===== config.mk =====
export PLATFORM = sky130hd
export DESIGN_NAME = local_hist_predictor
export DESIGN_NICKNAME = d
export VERILOG_FILES = /design/src/rtl/lbp_pkg.sv /design/src/rtl/lbp_index_mix.sv /design/src/rtl/lbp_hist_cache.sv /design/src/rtl/lbp_counter_table.sv /design/src/rtl/local_hist_predictor.sv
export SDC_FILE = /design/constraint.sdc
export NUM_CORES = 2
export LEC_CHECK = 0
export BUFFER_PORTS_ARGS = -buffer_cell sky130_fd_sc_hd__buf_2
export CAP_MARGIN = 40
export CORE_MARGIN = 4
export CORE_UTILIZATION = 40
export DETAILED_ROUTE_END_ITERATION = 16
export PLACE_DENSITY = 0.56
export SYNTH_ARGS = -nofsm -noshare
export SYNTH_HDL_FRONTEND = slang
export SYNTH_SLANG_ARGS = --single-unit
export TNS_END_PERCENT = 30

===== constraint.sdc =====
create_clock -name clk -period 7.6 [get_ports clk]
set_input_delay 0.76 -clock clk [delete_from_list [all_inputs] [get_ports clk]]
set_output_delay 0.76 -clock clk [all_outputs]
set_load 0.03 [all_outputs]

===== src/rtl/lbp_pkg.sv =====
// Package: shared constants and helpers of the local-history predictor.
// Assumes: counters are two bits wide; the mixing mode is a two-value enum.
package lbp_pkg;

    typedef enum logic {
        MIX_APPEND = 1'b0,
        MIX_XOR    = 1'b1
    } mix_mode_e;

    localparam logic [1:0] CTR_STRONG_NT = 2'b00;
    localparam logic [1:0] CTR_WEAK_T    = 2'b10;
    localparam logic [1:0] CTR_STRONG_T  = 2'b11;

    // One saturating step of a direction counter toward the outcome.
    function automatic logic [1:0] ctr_step(input logic [1:0] cur, input logic taken);
        logic [1:0] nxt;
        nxt = cur;
        if (taken && cur != CTR_STRONG_T) begin
            nxt = cur + 2'd1;
        end else if (!taken && cur != CTR_STRONG_NT) begin
            nxt = cur - 2'd1;
        end
        return nxt;
    endfunction

endpackage


===== src/rtl/lbp_index_mix.sv =====
// Module: lbp_index_mix
// Builds the counter-table index from a branch address and its history.
// The parameter MIX picks the variant: XOR of history with equally wide
// address bits, or history with CAT_BITS address bits appended below.
// Assumes: CIDX_W matches the chosen variant (HIST_W or HIST_W+CAT_BITS).
module lbp_index_mix #(
    parameter int               ADDR_W   = 32,
    parameter int               HIST_W   = 6,
    parameter int               PC_LSB   = 2,
    parameter int               CAT_BITS = 2,
    parameter lbp_pkg::mix_mode_e MIX    = lbp_pkg::MIX_XOR,
    parameter int               CIDX_W   = HIST_W
) (
    input  logic [ADDR_W-1:0] pc,
    input  logic [HIST_W-1:0] hist,
    output logic [CIDX_W-1:0] idx
);
    logic unused_pc_bits;
    assign unused_pc_bits = ^pc;

    generate
        if (MIX == lbp_pkg::MIX_XOR) begin : g_xor
            // Fold the history onto the low address bits.
            always_comb begin
                idx = CIDX_W'(hist ^ pc[PC_LSB +: HIST_W]);
            end
        end else begin : g_append
            // Place the history above the selected address bits.
            always_comb begin
                idx = CIDX_W'({hist, pc[PC_LSB +: CAT_BITS]});
            end
        end
    endgenerate

endmodule


===== src/rtl/lbp_hist_cache.sv =====
// Module: lbp_hist_cache
// Direct-mapped, partially tagged store of per-branch history registers.
// Read is combinational from the registered state; write happens on the
// clock when wr_en is high: a hit shifts the outcome in, a miss allocates
// the set for the new tag with a cleared history.
// Assumes: SETS is a power of two; PC_LSB+IDX_W+TAG_W <= ADDR_W; HIST_W >= 2.
module lbp_hist_cache #(
    parameter int ADDR_W = 32,
    parameter int HIST_W = 6,
    parameter int SETS   = 64,
    parameter int TAG_W  = 8,
    parameter int PC_LSB = 2
) (
    input  logic              clk,
    input  logic              rst_n,
    input  logic [ADDR_W-1:0] rd_pc,
    output logic              rd_hit,
    output logic [HIST_W-1:0] rd_hist,
    input  logic              wr_en,
    input  logic [ADDR_W-1:0] wr_pc,
    input  logic              wr_taken
);
    localparam int IDX_W = (SETS > 1) ? $clog2(SETS) : 1;

    logic              valid_q [SETS];
    logic [TAG_W-1:0]  tag_q   [SETS];
    logic [HIST_W-1:0] hist_q  [SETS];

    logic [IDX_W-1:0]  rd_idx, wr_idx;
    logic [TAG_W-1:0]  rd_tag, wr_tag;
    logic              wr_hit;
    logic              unused_pc_bits;

    assign unused_pc_bits = ^{rd_pc, wr_pc};

    // Split both addresses into set index and partial tag.
    always_comb begin
        rd_idx = rd_pc[PC_LSB +: IDX_W];
        rd_tag = rd_pc[PC_LSB + IDX_W +: TAG_W];
        wr_idx = wr_pc[PC_LSB +: IDX_W];
        wr_tag = wr_pc[PC_LSB + IDX_W +: TAG_W];
    end

    // Fetch-side read: hit on valid with matching tag, zero history otherwise.
    always_comb begin
        rd_hit  = valid_q[rd_idx] && (tag_q[rd_idx] == rd_tag);
        rd_hist = rd_hit ? hist_q[rd_idx] : '0;
    end

    // Execute-side hit detection for the written set.
    always_comb begin
        wr_hit = valid_q[wr_idx] && (tag_q[wr_idx] == wr_tag);
    end

    // Entry state: clear on reset, shift on hit, allocate on miss.
    always_ff @(posedge clk) begin
        if (!rst_n) begin
            for (int i = 0; i < SETS; i++) begin
                valid_q[i] <= 1'b0;
                tag_q[i]   <= '0;
                hist_q[i]  <= '0;
            end
        end else if (wr_en) begin
            if (wr_hit) begin
                hist_q[wr_idx] <= {hist_q[wr_idx][HIST_W-2:0], wr_taken};
            end else begin
                valid_q[wr_idx] <= 1'b1;
                tag_q[wr_idx]   <= wr_tag;
                hist_q[wr_idx]  <= '0;
            end
        end
    end

    AST_EMPTY_AFTER_RESET: assert property (@(posedge clk) disable iff (!rst_n) $rose(rst_n) |-> !rd_hit)
        else $error("read hit right after reset");

    AST_ALLOC_ZERO_HIST: assert property (@(posedge clk) disable iff (!rst_n) (wr_en && !wr_hit) |=> (valid_q[$past(wr_idx)] && hist_q[$past(wr_idx)] == '0))
        else $error("allocation did not clear history");

    AST_HIST_SHIFT: assert property (@(posedge clk) disable iff (!rst_n) (wr_en && wr_hit) |=> hist_q[$past(wr_idx)] == {$past(hist_q[wr_idx][HIST_W-2:0]), $past(wr_taken)})
        else $error("history did not shift by one");

    AST_REPLACE_TAG: assert property (@(posedge clk) disable iff (!rst_n) wr_en |=> tag_q[$past(wr_idx)] == $past(wr_tag))
        else $error("written set does not hold the written tag");

endmodule


===== src/rtl/lbp_counter_table.sv =====
// Module: lbp_counter_table
// Shared table of 2-bit saturating direction counters, one read port
// (combinational, pre-update value) and one write port (clocked step).
// Assumes: every counter leaves reset weakly taken.
module lbp_counter_table #(
    parameter int CIDX_W = 6
) (
    input  logic              clk,
    input  logic              rst_n,
    input  logic [CIDX_W-1:0] rd_idx,
    output logic [1:0]        rd_ctr,
    input  logic              wr_en,
    input  logic [CIDX_W-1:0] wr_idx,
    input  logic              wr_taken
);
    import lbp_pkg::*;

    localparam int ENTRIES = 1 << CIDX_W;

    logic [1:0] ctr_q [ENTRIES];

    // Read the selected counter from the registered state.
    always_comb begin
        rd_ctr = ctr_q[rd_idx];
    end

    // Counter state: weakly taken on reset, one saturating step per update.
    always_ff @(posedge clk) begin
        if (!rst_n) begin
            for (int i = 0; i < ENTRIES; i++) begin
                ctr_q[i] <= CTR_WEAK_T;
            end
        end else if (wr_en) begin
            ctr_q[wr_idx] <= ctr_step(ctr_q[wr_idx], wr_taken);
        end
    end

    AST_CTR_INC: assert property (@(posedge clk) disable iff (!rst_n) (wr_en && wr_taken && ctr_q[wr_idx] != 2'b11) |=> ctr_q[$past(wr_idx)] == $past(ctr_q[wr_idx]) + 2'd1)
        else $error("counter did not increment");

    AST_CTR_DEC: assert property (@(posedge clk) disable iff (!rst_n) (wr_en && !wr_taken && ctr_q[wr_idx] != 2'b00) |=> ctr_q[$past(wr_idx)] == $past(ctr_q[wr_idx]) - 2'd1)
        else $error("counter did not decrement");

    AST_CTR_SAT_HI: assert property (@(posedge clk) disable iff (!rst_n) (wr_en && wr_taken && ctr_q[wr_idx] == 2'b11) |=> ctr_q[$past(wr_idx)] == 2'b11)
        else $error("counter wrapped above strong taken");

    AST_CTR_SAT_LO: assert property (@(posedge clk) disable iff (!rst_n) (wr_en && !wr_taken && ctr_q[wr_idx] == 2'b00) |=> ctr_q[$past(wr_idx)] == 2'b00)
        else $error("counter wrapped below strong not-taken");

    AST_RESET_WEAK_T: assert property (@(posedge clk) disable iff (!rst_n) $rose(rst_n) |-> rd_ctr == 2'b10)
        else $error("counter not weakly taken after reset");

endmodule


===== src/rtl/local_hist_predictor.sv =====
// Module: local_hist_predictor (top)
// Two-level local direction predictor: a tagged per-branch history cache
// feeds a shared saturating-counter table through an index mixer.
// Lookup is combinational and sees state before any same-cycle update.
// Update steps the counter chosen by the supplied history and advances
// or allocates the history entry, all on one clock edge.
// Assumes: upd_hist is the history the lookup of that branch returned.
module local_hist_predictor #(
    parameter int                 ADDR_W   = 32,
    parameter int                 HIST_W   = 6,
    parameter int                 SETS     = 64,
    parameter int                 TAG_W    = 8,
    parameter int                 PC_LSB   = 2,
    parameter int                 CAT_BITS = 2,
    parameter lbp_pkg::mix_mode_e MIX      = lbp_pkg::MIX_XOR
) (
    input  logic              clk,
    input  logic              rst_n,
    input  logic [ADDR_W-1:0] lkp_pc,
    output logic              lkp_hit,
    output logic              lkp_taken,
    output logic [HIST_W-1:0] lkp_hist,
    input  logic              upd_en,
    input  logic [ADDR_W-1:0] upd_pc,
    input  logic              upd_taken,
    input  logic [HIST_W-1:0] upd_hist
);
    localparam int CIDX_W = (MIX == lbp_pkg::MIX_XOR) ? HIST_W : HIST_W + CAT_BITS;

    logic              rd_hit;
    logic [HIST_W-1:0] rd_hist;
    logic [CIDX_W-1:0] rd_cidx, wr_cidx;
    logic [1:0]        rd_ctr;

    lbp_hist_cache #(
        .ADDR_W (ADDR_W),
        .HIST_W (HIST_W),
        .SETS   (SETS),
        .TAG_W  (TAG_W),
        .PC_LSB (PC_LSB)
    ) u_hist (
        .clk      (clk),
        .rst_n    (rst_n),
        .rd_pc    (lkp_pc),
        .rd_hit   (rd_hit),
        .rd_hist  (rd_hist),
        .wr_en    (upd_en),
        .wr_pc    (upd_pc),
        .wr_taken (upd_taken)
    );

    lbp_index_mix #(
        .ADDR_W   (ADDR_W),
        .HIST_W   (HIST_W),
        .PC_LSB   (PC_LSB),
        .CAT_BITS (CAT_BITS),
        .MIX      (MIX),
        .CIDX_W   (CIDX_W)
    ) u_mix_rd (
        .pc   (lkp_pc),
        .hist (rd_hist),
        .idx  (rd_cidx)
    );

    lbp_index_mix #(
        .ADDR_W   (ADDR_W),
        .HIST_W   (HIST_W),
        .PC_LSB   (PC_LSB),
        .CAT_BITS (CAT_BITS),
        .MIX      (MIX),
        .CIDX_W   (CIDX_W)
    ) u_mix_wr (
        .pc   (upd_pc),
        .hist (upd_hist),
        .idx  (wr_cidx)
    );

    lbp_counter_table #(
        .CIDX_W (CIDX_W)
    ) u_ctr (
        .clk      (clk),
        .rst_n    (rst_n),
        .rd_idx   (rd_cidx),
        .rd_ctr   (rd_ctr),
        .wr_en    (upd_en),
        .wr_idx   (wr_cidx),
        .wr_taken (upd_taken)
    );

    // Prediction: counter MSB on a hit, not-taken on a miss.
    always_comb begin
        lkp_hit   = rd_hit;
        lkp_taken = rd_hit && rd_ctr[1];
        lkp_hist  = rd_hist;
    end

    AST_MISS_NOT_TAKEN: assert property (@(posedge clk) disable iff (!rst_n) !lkp_hit |-> (!lkp_taken && lkp_hist == '0))
        else $error("miss produced a taken guess or a history");

endmodule


==> impl_metrics.py <==
metrics = {
    "outcome": {
        "status": "completed",
    },
    "power_and_ir_drop": {
        "swShare_pct": 26.9,
        "p_leak_uw": 0.0223,
        "p_sw_uw": 3900,
        "p_int_uw": 10600,
        "pwr-share-comb_pct": 12.3,
        "peakVddDrop_uv": 177,
        "clockPowerShare_pct": 39.9,
        "seqPwrFrac_pct": 47.8,
        "p_per_area_nw_per_um2": 231,
    },
    "clocking": {
        "cts_setup_buffers": 0,
        "clock-sinks": 1088,
        "htreeDepth": 3,
        "cts_tree": "built",
        "cts_resized": 0,
        "numCtsBuffers": 118,
        "clkLatencyLatePin_ns": 0.77,
        "root_buffer": "clkbuf_16",
        "clk_pin_slew_ns": 0.06,
        "clockBufferDepth": 3,
        "holdBufCountCts": 0,
    },
    "global_route": {
        "grt_max_degree": 103,
        "grt_use_total_pct": 27.7,
        "grt_pass1_wl_um": 295000,
        "grt_overflow": 0,
        "antenna_found_initial": 14,
        "grt_pass1_vias": 40200,
    },
    "logic_synthesis": {
        "synth_common_cells": "1024 x edfxtp_1, 523 x and2_1, 507 x nor2_1, 367 x nand2_1, 306 x clkbuf_1",
        "synth_enable_flop_cells": 1024,
        "yosysSeqAreaShare_pct": 57.2,
        "yosysMostFrequentCell": "edfxtp_1",
        "synth_area_per_cell_um2": 12.2,
        "synth_ff_type": "edfxtp_1",
        "async_flop_share_pct": 0,
        "syn-instance-count": 4595,
        "synth_cell_types": 77,
        "synth_warnings": 0,
        "ys_top_cells_by_area": "edfxtp_1 55%, mux4_2 8.3%, and2_1 5.8%",
        "synth_area_leader_cell": "edfxtp_1",
        "syn_area_um2": 56000,
        "synth_nets": 4671,
        "ys_ff_latch": 1088,
        "netlist.area_leader.share_pct": 54.9,
    },
    "timing": {
        "clock-skew-final_ns": 0.0416,
        "fin_crit_sh_pct": 95.6,
        "slew_viol_final": 0,
        "rsz0062_at_grt": "no",
        "max_slew_margin_pct": 29.3,
        "whs_ns": 0.480,
        "tightest_slew_ns": 1.06,
        "fmax_mhz": 138,
        "hold_viol": 0,
        "final.setup.tns_ns": 0,
        "setup_viol": 0,
        "min_period_ns": 7.27,
    },
    "route": {
        "drc_errors": 0,
        "avgRoutedWirePerCell_um": 31.5,
        "drt_iter0_drc": 6048,
        "dr.pass1.iters": 7,
        "ant_nets": 0,
        "vias_per_cell": 6.39,
        "num_vias": 42000,
        "wirelength_um": 207000,
    },
    "cells_and_area": {
        "nets": 4664,
        "layout-drive-gt1-share_pct": 14.9,
        "fillers": 12700,
        "area_growth_pct": 12.3,
        "final_area_um2": 62900,
        "fin_util_pct": 45.2,
    },
    "hold_path": {
        "hold_depth": 1,
        "min_from": "u_hist.valid_q[34]$_DFF_P_",
        "min_to": "u_hist.valid_q[34]$_DFF_P_",
        "hp-class": "flip-flop to flip-flop",
    },
    "critical_path": {
        "crit_chain": "buf_2 > and2_2 > buf_12 > a22oi_1 > a21oi_1 > nor4_1 > clkbuf_2 > a22oi_1 > o31ai_1 > nor4_4 > o2111ai_1 > a22o_1 > and4b_1 > nor4_1 > mux2i_1 > o2111ai_1 > o211a_1 > buf_2",
        "r2r_slack_ns": 2.58,
        "slowest_stage": "buf_2",
        "worst_setup_path_start_kind": "input port",
        "cp_slowest_stage_delay_ns": 0.68,
        "rr_startpoint": "u_hist.tag_q[31][5]$_SDFFCE_PN0P_",
        "critPathArrivalTime_ns": 6.51,
        "r2r-end": "u_hist.hist_q[44][2]$_SDFFCE_PN0P_",
        "end_kind": "output pin",
        "required_ns": 6.84,
        "critPathKind": "input port to output pin",
        "crit_fanout": 23,
        "reg2reg_depth": 12,
    },
    "floorplan": {
        "core_area_um2": 139000,
        "ios": 82,
        "die_x_um": 382,
        "rows": 137,
        "die_y_um": 382,
        "die_area_um2": 146000,
        "start_util_pct": 40.2,
    },
    "placed_design": {
        "port_buffers": 45,
        "dpl_cell_area_um2": 59000,
        "post-dp-hpwl_um": 140000,
        "globalplace.congestion": 0.914,
    },
    "job": {
        "drv_cap": 0,
    },
}
metal layers:
metal	GRT usage, %	wire length [µm]	up-vias
met2	42.7	93400	2667
met5	0	24	-
met3	6.83	23100	480
met1	38.0	82000	21400
met4	10.2	8820	4
li1	-	-	17500
logic make-up (layout without fill, tap and decap cells):
group / after synthesis / in the layout / synth area share, %
and+or+nand+nor: 1788 / 1788 / 15.9
DFF: 1088 / 1088 / 57.2
AOI/OAI and AO/OA: 878 / 878 / 11.2
buffers and inverters: 400 / 495 / 3.17
muxes: 396 / 396 / 11.7
xor gates and xnor gates: 43 / 43 / 0.719
adders and majority gates: 2 / 2 / 0.0447
other: 0 / 8 / 0
power groups by stage:
stage                     combinational (µW)  sequential [µW]  clock, µW
final                                   1780             6940       5790
after CTS                               1740             6940       5830
after global routing                    1850             6960       6070
after floorplan                         1060             6990          0
after global placement                  1710             7050          0
after detailed placement                1730             7060          0
layout by cell type, fill, tap and decap left out, types with 64 or more instances in the layout:
cell,netlist,routed
clkbuf_16,0,119
and2_1,523,521
nand3_1,108,107
a21oi_1,93,93
edfxtp_1,1024,1024
nand2_1,367,361
nand2b_1,81,81
buf_4,14,181
a22oi_1,289,289
a21o_1,64,64
nor2_1,507,504
o22ai_1,139,139
a221oi_1,64,64
dfxtp_1,64,64
mux4_2,207,207
mux2i_1,182,182
through the flow:
step | instances | setup WS [ns] | total power [µW]
2_1_floorplan | 4595 | 1.99 | 8050
3_3_place_gp | 6316 | 0.627 | 8760
3_5_place_dp | 6340 | 0.611 | 8790
4_1_cts | 6562 | 0.578 | 14500
5_1_grt | 6566 | 0.422 | 14900
6_report | 6574 | 0.331 | 14500
how the worst max path moves through the flow:
stage | startpoint | end | slack (ns) | cells past startpoint
after floorplan | lkp_pc[2] | lkp_taken | 1.99 | 15
after global placement | lkp_pc[4] | lkp_taken | 0.63 | 17
after detailed placement | lkp_pc[4] | lkp_taken | 0.61 | 17
after CTS | lkp_pc[4] | lkp_taken | 0.58 | 17
after global routing | lkp_pc[4] | lkp_taken | 0.42 | 18
final | lkp_pc[4] | lkp_taken | 0.33 | 18
sequential cells by signal (all words and copies together), names as in the netlist:
| signal | flops |
|---|---|
| u_hist.tag_q | 512 |
| u_hist.hist_q | 384 |
| u_ctr.ctr_q | 128 |
| u_hist.valid_q | 64 |
worst max-delay path, delay by kind of cell:
family / cells / cell delay [ns]
AND/OR/NAND/NOR: 5 / 1.95
AO/OA/AOI/OAI: 8 / 2.19
multiplexers: 1 / 0.20
buffers and inverters: 4 / 1.36
area by class of cell:
type,count,area [µm²],area share [%]
clock inverters,64,638,1.01
multi-input cells,3107,22400,35.6
repair buffers,263,2240,3.57
inverters,10,37.5,0.0596
clock buffers,158,3180,5.06
flip-flops and latches,1088,32000,50.9
well taps,1876,2350,3.73
diodes,8,20.0,0.0318
Power figures use the tool's default switching activity.
